<file path="src/rtl/ctp_pkg.sv">
package ctp_pkg;
  typedef enum logic [1:0] {
    CTR_SNT = 2'b00,
    CTR_WNT = 2'b01,
    CTR_WT  = 2'b10,
    CTR_ST  = 2'b11
  } ctr_e;

  localparam logic PRIV_USER = 1'b0;
  localparam logic PRIV_SUP  = 1'b1;

  function automatic logic [1:0] ctr_step(input logic [1:0] cur, input logic taken);
    logic [1:0] nxt;
    if (taken) nxt = (cur == 2'b11) ? 2'b11 : cur + 2'd1;
    else       nxt = (cur == 2'b00) ? 2'b00 : cur - 2'd1;
    return nxt;
  endfunction
endpackage

</file>
<file path="src/rtl/ctp_counter_array.sv">
module ctp_counter_array #(
  parameter int NUM_CTRS   = 1024,
  parameter int GROUP_CTRS = 256,
  localparam int IDX_W      = $clog2(NUM_CTRS),
  localparam int NUM_GROUPS = NUM_CTRS / GROUP_CTRS,
  localparam int GRP_W      = $clog2(NUM_GROUPS),
  localparam int OFF_W      = $clog2(GROUP_CTRS)
) (
  input  logic             clk,
  input  logic             rst,
  input  logic [IDX_W-1:0] rd_a_idx,
  output logic [1:0]       rd_a_val,
  input  logic [IDX_W-1:0] rd_b_idx,
  output logic [1:0]       rd_b_val,
  input  logic             clr_en,
  input  logic [GRP_W-1:0] clr_grp,
  input  logic             wr_en,
  input  logic [IDX_W-1:0] wr_idx,
  input  logic [1:0]       wr_val
);
  logic [1:0] grp_rd_a [NUM_GROUPS];
  logic [1:0] grp_rd_b [NUM_GROUPS];

  for (genvar g = 0; g < NUM_GROUPS; g++) begin : g_grp
    logic [1:0] mem [GROUP_CTRS];
    always_ff @(posedge clk) begin
      for (int j = 0; j < GROUP_CTRS; j++) begin
        if (rst || (clr_en && clr_grp == GRP_W'(g)))
          mem[j] <= ctp_pkg::CTR_WNT;
        if (!rst && wr_en && wr_idx == IDX_W'(g * GROUP_CTRS + j))
          mem[j] <= wr_val;
      end
    end
    assign grp_rd_a[g] = mem[rd_a_idx[OFF_W-1:0]];
    assign grp_rd_b[g] = mem[rd_b_idx[OFF_W-1:0]];
  end

  assign rd_a_val = grp_rd_a[rd_a_idx[IDX_W-1:OFF_W]];
  assign rd_b_val = grp_rd_b[rd_b_idx[IDX_W-1:OFF_W]];
endmodule

</file>
<file path="src/rtl/ctp_tag_store.sv">
module ctp_tag_store #(
  parameter int NUM_GROUPS = 4,
  parameter int ASID_W     = 12,
  localparam int GRP_W     = $clog2(NUM_GROUPS)
) (
  input  logic              clk,
  input  logic              rst,
  input  logic [GRP_W-1:0]  lk_grp,
  input  logic [ASID_W-1:0] lk_asid,
  input  logic              lk_priv,
  output logic              lk_match,
  input  logic [GRP_W-1:0]  upd_grp,
  input  logic [ASID_W-1:0] upd_asid,
  input  logic              upd_priv,
  output logic              upd_match,
  input  logic              claim_en,
  input  logic [GRP_W-1:0]  walk_grp,
  output logic              walk_user,
  input  logic              drop_en
);
  logic [ASID_W-1:0] tag_asid [NUM_GROUPS];
  logic              tag_priv [NUM_GROUPS];
  logic              tag_vld  [NUM_GROUPS];

  for (genvar g = 0; g < NUM_GROUPS; g++) begin : g_tag
    always_ff @(posedge clk) begin
      if (rst) begin
        tag_vld[g]  <= 1'b0;
        tag_asid[g] <= '0;
        tag_priv[g] <= ctp_pkg::PRIV_USER;
      end else if (claim_en && upd_grp == GRP_W'(g)) begin
        tag_vld[g]  <= 1'b1;
        tag_asid[g] <= upd_asid;
        tag_priv[g] <= upd_priv;
      end else if (drop_en && walk_grp == GRP_W'(g)) begin
        tag_vld[g]  <= 1'b0;
      end
    end
  end

  assign lk_match  = tag_vld[lk_grp] && tag_asid[lk_grp] == lk_asid
                     && tag_priv[lk_grp] == lk_priv;
  assign upd_match = tag_vld[upd_grp] && tag_asid[upd_grp] == upd_asid
                     && tag_priv[upd_grp] == upd_priv;
  assign walk_user = tag_vld[walk_grp] && tag_priv[walk_grp] == ctp_pkg::PRIV_USER;
endmodule

</file>
<file path="src/rtl/ctp_purge_walker.sv">
module ctp_purge_walker #(
  parameter int NUM_GROUPS = 4,
  localparam int GRP_W     = $clog2(NUM_GROUPS)
) (
  input  logic             clk,
  input  logic             rst,
  input  logic             start,
  output logic             busy,
  output logic [GRP_W-1:0] grp
);
  localparam logic [GRP_W-1:0] LAST = GRP_W'(NUM_GROUPS - 1);

  always_ff @(posedge clk) begin
    if (rst) begin
      busy <= 1'b0;
      grp  <= '0;
    end else if (!busy) begin
      if (start) begin
        busy <= 1'b1;
        grp  <= '0;
      end
    end else begin
      if (grp == LAST) busy <= 1'b0;
      grp <= grp + 1'b1;
    end
  end
endmodule

</file>
<file path="src/rtl/ctx_tagged_bpred.sv">
module ctx_tagged_bpred #(
  parameter int NUM_CTRS   = 1024,
  parameter int GROUP_CTRS = 256,
  parameter int ASID_W     = 12,
  localparam int IDX_W      = $clog2(NUM_CTRS),
  localparam int NUM_GROUPS = NUM_CTRS / GROUP_CTRS,
  localparam int GRP_W      = $clog2(NUM_GROUPS),
  localparam int OFF_W      = $clog2(GROUP_CTRS)
) (
  input  logic              clk,
  input  logic              rst,
  input  logic              lk_valid,
  output logic              lk_ready,
  input  logic [IDX_W-1:0]  lk_idx,
  input  logic [ASID_W-1:0] lk_asid,
  input  logic              lk_priv,
  output logic              pred_valid,
  output logic              pred_hit,
  output logic              pred_taken,
  input  logic              upd_valid,
  output logic              upd_ready,
  input  logic [IDX_W-1:0]  upd_idx,
  input  logic [ASID_W-1:0] upd_asid,
  input  logic              upd_priv,
  input  logic              upd_taken,
  input  logic              purge_req,
  output logic              purge_busy
);
  logic             lk_match, upd_match, walk_user;
  logic [GRP_W-1:0] walk_grp;
  logic [1:0]       lk_ctr, upd_ctr, upd_new;
  logic             upd_fire, reclaim, drop;
  logic             clr_en;
  logic [GRP_W-1:0] clr_grp;

  assign lk_ready  = 1'b1;
  assign upd_ready = !purge_busy;
  assign upd_fire  = upd_valid && upd_ready;
  assign reclaim   = upd_fire && !upd_match;
  assign drop      = purge_busy && walk_user;
  assign clr_en    = reclaim || drop;
  assign clr_grp   = reclaim ? upd_idx[IDX_W-1:OFF_W] : walk_grp;
  assign upd_new   = ctp_pkg::ctr_step(upd_match ? upd_ctr : ctp_pkg::CTR_WNT, upd_taken);

  ctp_purge_walker #(.NUM_GROUPS(NUM_GROUPS)) u_walk (
    .clk(clk), .rst(rst), .start(purge_req), .busy(purge_busy), .grp(walk_grp)
  );

  ctp_tag_store #(.NUM_GROUPS(NUM_GROUPS), .ASID_W(ASID_W)) u_tags (
    .clk(clk), .rst(rst),
    .lk_grp(lk_idx[IDX_W-1:OFF_W]), .lk_asid(lk_asid), .lk_priv(lk_priv),
    .lk_match(lk_match),
    .upd_grp(upd_idx[IDX_W-1:OFF_W]), .upd_asid(upd_asid), .upd_priv(upd_priv),
    .upd_match(upd_match),
    .claim_en(upd_fire), .walk_grp(walk_grp), .walk_user(walk_user), .drop_en(drop)
  );

  ctp_counter_array #(.NUM_CTRS(NUM_CTRS), .GROUP_CTRS(GROUP_CTRS)) u_ctrs (
    .clk(clk), .rst(rst),
    .rd_a_idx(lk_idx), .rd_a_val(lk_ctr),
    .rd_b_idx(upd_idx), .rd_b_val(upd_ctr),
    .clr_en(clr_en), .clr_grp(clr_grp),
    .wr_en(upd_fire), .wr_idx(upd_idx), .wr_val(upd_new)
  );

  always_ff @(posedge clk) begin
    if (rst) begin
      pred_valid <= 1'b0;
      pred_hit   <= 1'b0;
      pred_taken <= 1'b0;
    end else begin
      pred_valid <= lk_valid;
      pred_hit   <= lk_valid && lk_match && !purge_busy;
      pred_taken <= lk_valid && lk_match && !purge_busy && lk_ctr[1];
    end
  end
endmodule

</file>
<file path="config.mk">
export PLATFORM = sky130hd
export DESIGN_NAME = ctx_tagged_bpred
export DESIGN_NICKNAME = d
export VERILOG_FILES = /design/src/rtl/ctp_pkg.sv /design/src/rtl/ctp_counter_array.sv /design/src/rtl/ctp_tag_store.sv /design/src/rtl/ctp_purge_walker.sv /design/src/rtl/ctx_tagged_bpred.sv
export SDC_FILE = /design/constraint.sdc
export NUM_CORES = 2
export LEC_CHECK = 0
export ABC_AREA = 0
export BUFFER_PORTS_ARGS = -buffer_cell sky130_fd_sc_hd__buf_2
export CAP_MARGIN = 25
export CORE_MARGIN = 3
export CORE_UTILIZATION = 45
export CTS_CLUSTER_SIZE = 14
export DETAILED_ROUTE_END_ITERATION = 7
export HOLD_SLACK_MARGIN = 0.1
export SLEW_MARGIN = 30
export SYNTH_ARGS = -nofsm -noshare
export SYNTH_HDL_FRONTEND = slang
export SYNTH_SLANG_ARGS = --single-unit
</file>
<file path="constraint.sdc">
create_clock -name clk -period 12.8 [get_ports clk]
set_clock_uncertainty 0.15 [all_clocks]
set_input_delay 1.28 -clock clk [delete_from_list [all_inputs] [get_ports clk]]
set_output_delay 1.28 -clock clk [all_outputs]
set_load 0.02 [all_outputs]
</file>
### Word-level counts from Yosys, hierarchy flattened

Memories as Yosys holds them, arrays and structs flattened. A register that Yosys moved wholly into a read port is not among the register bits.
Index checks and enable logic that the tools add are counted.
W data, S select, Z words.

| cells by class | value |
|---|---|
| $add $sub $neg | 3 |
| order comparisons | 2 |
| equal/unequal tests | 1037 |
| muxes and demuxes | 3146 |
| bitwise gates (word level) | 1043 |
| reductions and logical operators | 1062 |

Operator list:

| operator | count |
|---|---|
| $eq A10 B10 Y1 const B | 512 |
| $eq A10 B9 Y1 const B | 256 |
| $mux W1 | 2101 |
| $mux W2 | 1039 |
| $eq A10 B8 Y1 const B | 128 |
| $logic_and A1 B1 Y1 | 1048 |
| $or A1 B1 Y1 | 1040 |
| $eq A10 B7 Y1 const B | 64 |
| $eq A10 B6 Y1 const B | 32 |
| $eq A10 B5 Y1 const B | 16 |
| $eq A10 B4 Y1 const B | 8 |
| $mux W12 | 4 |
| $eq A10 B3 Y1 const B | 4 |
| $eq A12 B12 Y1 | 2 |
| $eq A10 B2 Y1 const B | 2 |
| $eq A2 B2 Y1 const B | 7 |
| $eq A10 B1 Y1 const B | 1 |
| $logic_not A10 Y1 | 1 |
| $bmux W2 S2 | 2 |
| $logic_not A2 Y1 | 4 |
| $eq A2 B1 Y1 const B | 3 |
| $ge A3 B3 Y1 const B | 2 |
| $not A2 Y3 | 2 |
| $logic_or A1 B1 Y1 | 5 |
| other kinds (6) | 10 |

| word-level totals | value |
|---|---|
| bits in registers | 6 |
| bits in writable memories | 2104 |
| input port bits | 52 |
| word-level logic and storage cells | 6305 |
| memories | 7 |

Memory list:

| memory | depth | bits a word | read ports | clocked after Yosys merged registers in | write ports | line | RTL |
|---|---|---|---|---|---|---|---|
| u_ctrs.g_grp[0].mem | 256 | 2 | 2 | 0 | 256 | ctp_counter_array.sv:25 | `logic [1:0] mem [GROUP_CTRS];` |
| u_ctrs.g_grp[1].mem | 256 | 2 | 2 | 0 | 256 | ctp_counter_array.sv:25 |  |
| u_ctrs.g_grp[2].mem | 256 | 2 | 2 | 0 | 256 | ctp_counter_array.sv:25 |  |
| u_ctrs.g_grp[3].mem | 256 | 2 | 2 | 0 | 256 | ctp_counter_array.sv:25 |  |
| u_tags.tag_asid | 4 | 12 | 2 | 0 | 4 | ctp_tag_store.sv:21 | `logic [ASID_W-1:0] tag_asid [NUM_GROUPS];` |
| u_tags.tag_priv | 4 | 1 | 3 | 1 | 4 | ctp_tag_store.sv:22 | `logic tag_priv [NUM_GROUPS];` |
| +1 memories | n/a | n/a | n/a | n/a | n/a | n/a |  |

### Logic depth before layout (Yosys ltp)

An unclocked memory read counts as a cell.

| depth | value |
|---|---|
| depth after elaboration | 13 |
| gate-level depth with buffers | 19 |

### Hierarchy

A second synthesis with hierarchy kept.

| second synthesis, totals | value |
|---|---|
| cell total of the unflattened synthesis | 9637 |
| area total of the unflattened synthesis | 122620.1 um^2 |

Modules (own cells, without submodules):

| module | instances | cells an instance | area each (um^2) | sequential area each (um^2) |
|---|---|---|---|---|
| ctp_counter_array | 1 | 9373 | 119071.7 | 61499.0 |
| ctp_tag_store | 1 | 228 | 3228.1 | 1681.6 |
| ctx_tagged_bpred | 1 | 23 | 190.2 | 60.1 |
| ctp_purge_walker | 1 | 13 | 130.1 | 60.1 |

### Worst setup path after synthesis

No wires, ideal clock.

| timing | value |
|---|---|
| kind | in2reg |
| start | input port lk_idx[0] |
| end | register pred_taken |
| library setup time | 0.151 ns |
| arrival time | 4.627 ns |
| data required time | 12.499 ns |
| path slack | 7.872 ns |
| cell stages on the path | 11 |
| path through | clkbuf_1 -> clkbuf_1 -> buf_1 -> clkbuf_1 -> mux4_2 -> mux4_2 -> mux4_2 -> a31oi_1 -> o21ai_0 -> o311ai_0 -> a31oi_1 |

| on the way | value |
|---|---|
| longest elaborated chain between the ends | 5 |
| elaborated cells on any way between the ends | 8 |

Ends and longest elaborated chain:

| what | line | RTL |
|---|---|---|
| from (decl) | ctx_tagged_bpred.sv:14 | `input logic [IDX_W-1:0] lk_idx,` |
| $mem_v2 Z256 W2 | n/a |  |
| $bmux W2 S2 * | ctp_counter_array.sv:38 | `assign rd_a_val = grp_rd_a[rd_a_idx[IDX_W-1:OFF_W]];` |
| $mux W2 (implied by the code) * (2 in a row) | ctp_counter_array.sv:38 |  |
| $logic_and A1 B1 Y1 * | ctx_tagged_bpred.sv:74 | `pred_taken <= lk_valid && lk_match && !purge_busy && lk_ctr[1];` |
| to (signal assigned) | ctx_tagged_bpred.sv:74 |  |
| to (decl) | ctx_tagged_bpred.sv:19 | `output logic pred_taken,` |

Every way passes the cells marked *; elsewhere a longest branch is shown, timed or not. The select of a mux whose other input is x is not followed.
A chain may end at the register's enable or synchronous reset.

==> impl_metrics.yaml <==
outcome:
  status: "finished, violations left"
  violations: "design-rule violations"
cells_and_area:
  syn2layout_area_growth_pct: 8.194
  final_util_pct: 49.07
  n_fill_cell: 21301
  nets: 8863
  drive_above_1_share_pct: 17.46
  final_cells: 12335
logic_synthesis:
  synthTopCellsByCount: "2104 x edfxtp_1, 2050 x nand2_1, 1087 x nand3_1"
  yosysSeqAreaShare_pct: 56.63
  yosys.area.top_type_share_pct: 56.49
  synth_fp_nets: 9329
  synth-edff-count: 2104
  synth_seq_cells: 2112
  yosys_warnings: 0
  avgSynthCellArea_um2: 12.06
  syn_inst: 9273
  netlist_area_um2: 111900
  synth_cell_type_count: 80
  synth_largest_area_cell: "edfxtp_1"
  post-synth-top-count-cell: "edfxtp_1"
  synth_ff_type: "edfxtp_1"
  ys_async_sr_fraction_pct: 0
  synth_area_leaders: "edfxtp_1 56%, mux4_2 15%, nand2_1 6.9%, nand3_1 4.9%, nor2_1 3.4%"
critical_path:
  arrival_ps: 8390
  cp_max_fo: 57
  critPathLaunch: "upd_idx[2]"
  reg2reg_slack_ps: 6530
  path_common_cell: "buf_4"
  critPathBufInv: 5
  critical_path.top_delay_family: "buffers and inverters"
  crit_path_max_incr_delay_ps: 890
  slowest_stage: "buf_4"
  r2r-start: "u_ctrs.g_grp[1].mem[89][1]"
  startpoint_type: "input pin"
  crit_type: "input pin to register"
  cp_cell_sequence: "buf_4 > buf_4 > nor2b_4 > buf_4 > a22o_1 > a221oi_1 > o22ai_1 > o21ai_0 > a31oi_1 > a32oi_2 > maj3_4 > buf_4 > buf_4 > nand3_1"
  worstPathRequired_ps: 13230
  crit_path_end_kind: "register"
clock_tree:
  cts_setup_buffers: 0
  cts_made_buffers: 228
  clk_pin_slew_worst_paths_ps: 60
  cts_tree: "built"
  htreeDepth: 4
  clkLatencyLatePin_ps: 900
  hold_buffers: 0
  root_buffer: "clkbuf_16"
  cts.sinks: 2112
  cts_buffer_depth: 3
  post_cts.resized_instances: 0
power_and_ir_drop:
  ir_drop_uv: 126.8
  p_leak_nw: 36.87
  pwr_density_cell_nw_per_um2: 132.8
placement:
  gp_congestion: 0.9739
  dp_hpwl_mm: 251.9
  place_inst: 11883
  port-buffer-count: 56
floorplan:
  die-area_um2: 254600
  start_util_pct: 45.35
  die_y_um: 504.6
  rows: 182
  num_io_pins: 58
  coreArea_um2: 246600
  die_x_um: 504.6
grt:
  grt-ovfl-total: 0
  gr-max-usage-layer: "met2"
  grt_pass1_vias: 77298
  grt_pass1_wl_mm: 553.9
  grt_max_degree: 191
  antenna_found_initial: 24
  grtUsageMet3_pct: 8.192
  met2_usage_pct: 45.48
  grtUsageMet1_pct: 38.34
  grt.total_usage_pct: 29.97
timing:
  post-route-period-util_pct: 62.22
  drv_slew: 0
  setup_violations: 0
  worstMarginPinSlew_ps: 1135
  finalHoldViolations: 0
  rsz0062_at_grt: "false"
  fmax_mhz: 125.6
  slew_headroom_pct: 23.91
  fin_setup_tns_ps: 0
  min_period_ps: 7964
routing:
  wl_per_cell_um: 31.59
  route.vias.total: 81323
  ant_nets: 0
  drt_first_iter_violations: 13240
  drc_errors: 4
  first_pass_iters: 8
  via_per_inst: 6.593
  wl_mm: 389.6
hold_path:
  hold_path_class: "input pin to register"
  min_from: "lk_valid"
flow_run:
  maxCapViolations: 0
final cells by class:
cell class	count	area (um2)	area share (%)
clock buffers	295	6042	4.993
clock inverters	127	1219	1.007
well taps	3312	4144	3.424
repair buffers	226	2023	1.672
inverters	19	80.08	0.06617
diodes	24	60.06	0.04963
flip-flops and latches	2112	63340	52.34
multi-input cells	6220	44110	36.45
where the power goes:
part | leakage [nW] | internal (mW) | switching [mW]
registers | 18.7 | 7.81 | 0.106
logic | 14.7 | 0.514 | 1.10
clock network | 3.51 | 3.70 | 2.85
flip-flops by register name, indices dropped and copies added (netlist names), named ones only:
| register | count |
|---|---|
| pred_hit | 1 |
| u_tags.tag_priv | 4 |
| u_tags.tag_asid | 48 |
| u_ctrs.g_grp.mem | 2048 |
| pred_taken | 1 |
| pred_valid | 1 |
| u_tags.tag_vld | 4 |
| u_walk.grp | 2 |
| u_walk.busy | 1 |
per-layer routing:
metal / up-vias / share of wire, % / wire length [um]
met5: - / 0.012 / 46
met4: 6 / 7.2 / 27920
met3: 1078 / 13 / 49790
met2: 5609 / 45 / 176800
met1: 41154 / 35 / 135100
li1: 33476 / - / -
final timing paths:
kind                                               endpoint  cells after the start
worst max register to register  u_ctrs.g_grp[2].mem[180][0]                     11
worst min register to register                u_walk.grp[0]                      2
worst min-delay path                             pred_valid                      2
worst max-delay path            u_ctrs.g_grp[2].mem[180][0]                     14
logic make-up (layout without fill, tap and decap cells):
kind of cell	Yosys count	in the layout	synth area share (%)
AOI/OAI and AO/OA	464	464	2.936
xor gates and xnor gates	26	26	0.2036
adders and majority gates	6	6	0.06488
buffers and inverters	941	667	4.235
DFF	2112	2112	56.63
muxes	1075	1075	18.06
other	1	25	0.003353
and+or+nand+nor	4648	4648	17.87
metrics by stage:
stage	power, mW	hold WS (ps)	setup slack [ps]	area (um2)
after CTS	16.06	450.2	5185	120800
after floorplan	8.995	487.4	7872	111900
after global routing	16.44	479.6	5014	121000
after global placement	9.583	466.6	4016	113400
final	16.08	502.5	4836	121000
after detailed placement	9.618	487.6	4275	113500
cells in the final DEF (no fill, tap or decap), types with 26 or more instances in the layout:
master,synthesis,final
a21oi_1,34,31
nor2_2,211,218
and2_1,47,44
clkbuf_16,0,232
edfxtp_1,2104,2104
a22o_1,26,26
clkbuf_1,487,63
mux4_2,753,753
clkinv_1,2,65
a22oi_1,150,150
buf_4,69,139
clkinv_2,0,28
a221oi_1,41,41
buf_2,210,49
nor2_1,1028,1018
o21ai_0,99,97
and3_1,27,26
nand3_1,1087,1086
mux2i_1,309,308
nor3_1,103,97
nand2_1,2050,2038
Power figures use the tool's default switching activity.
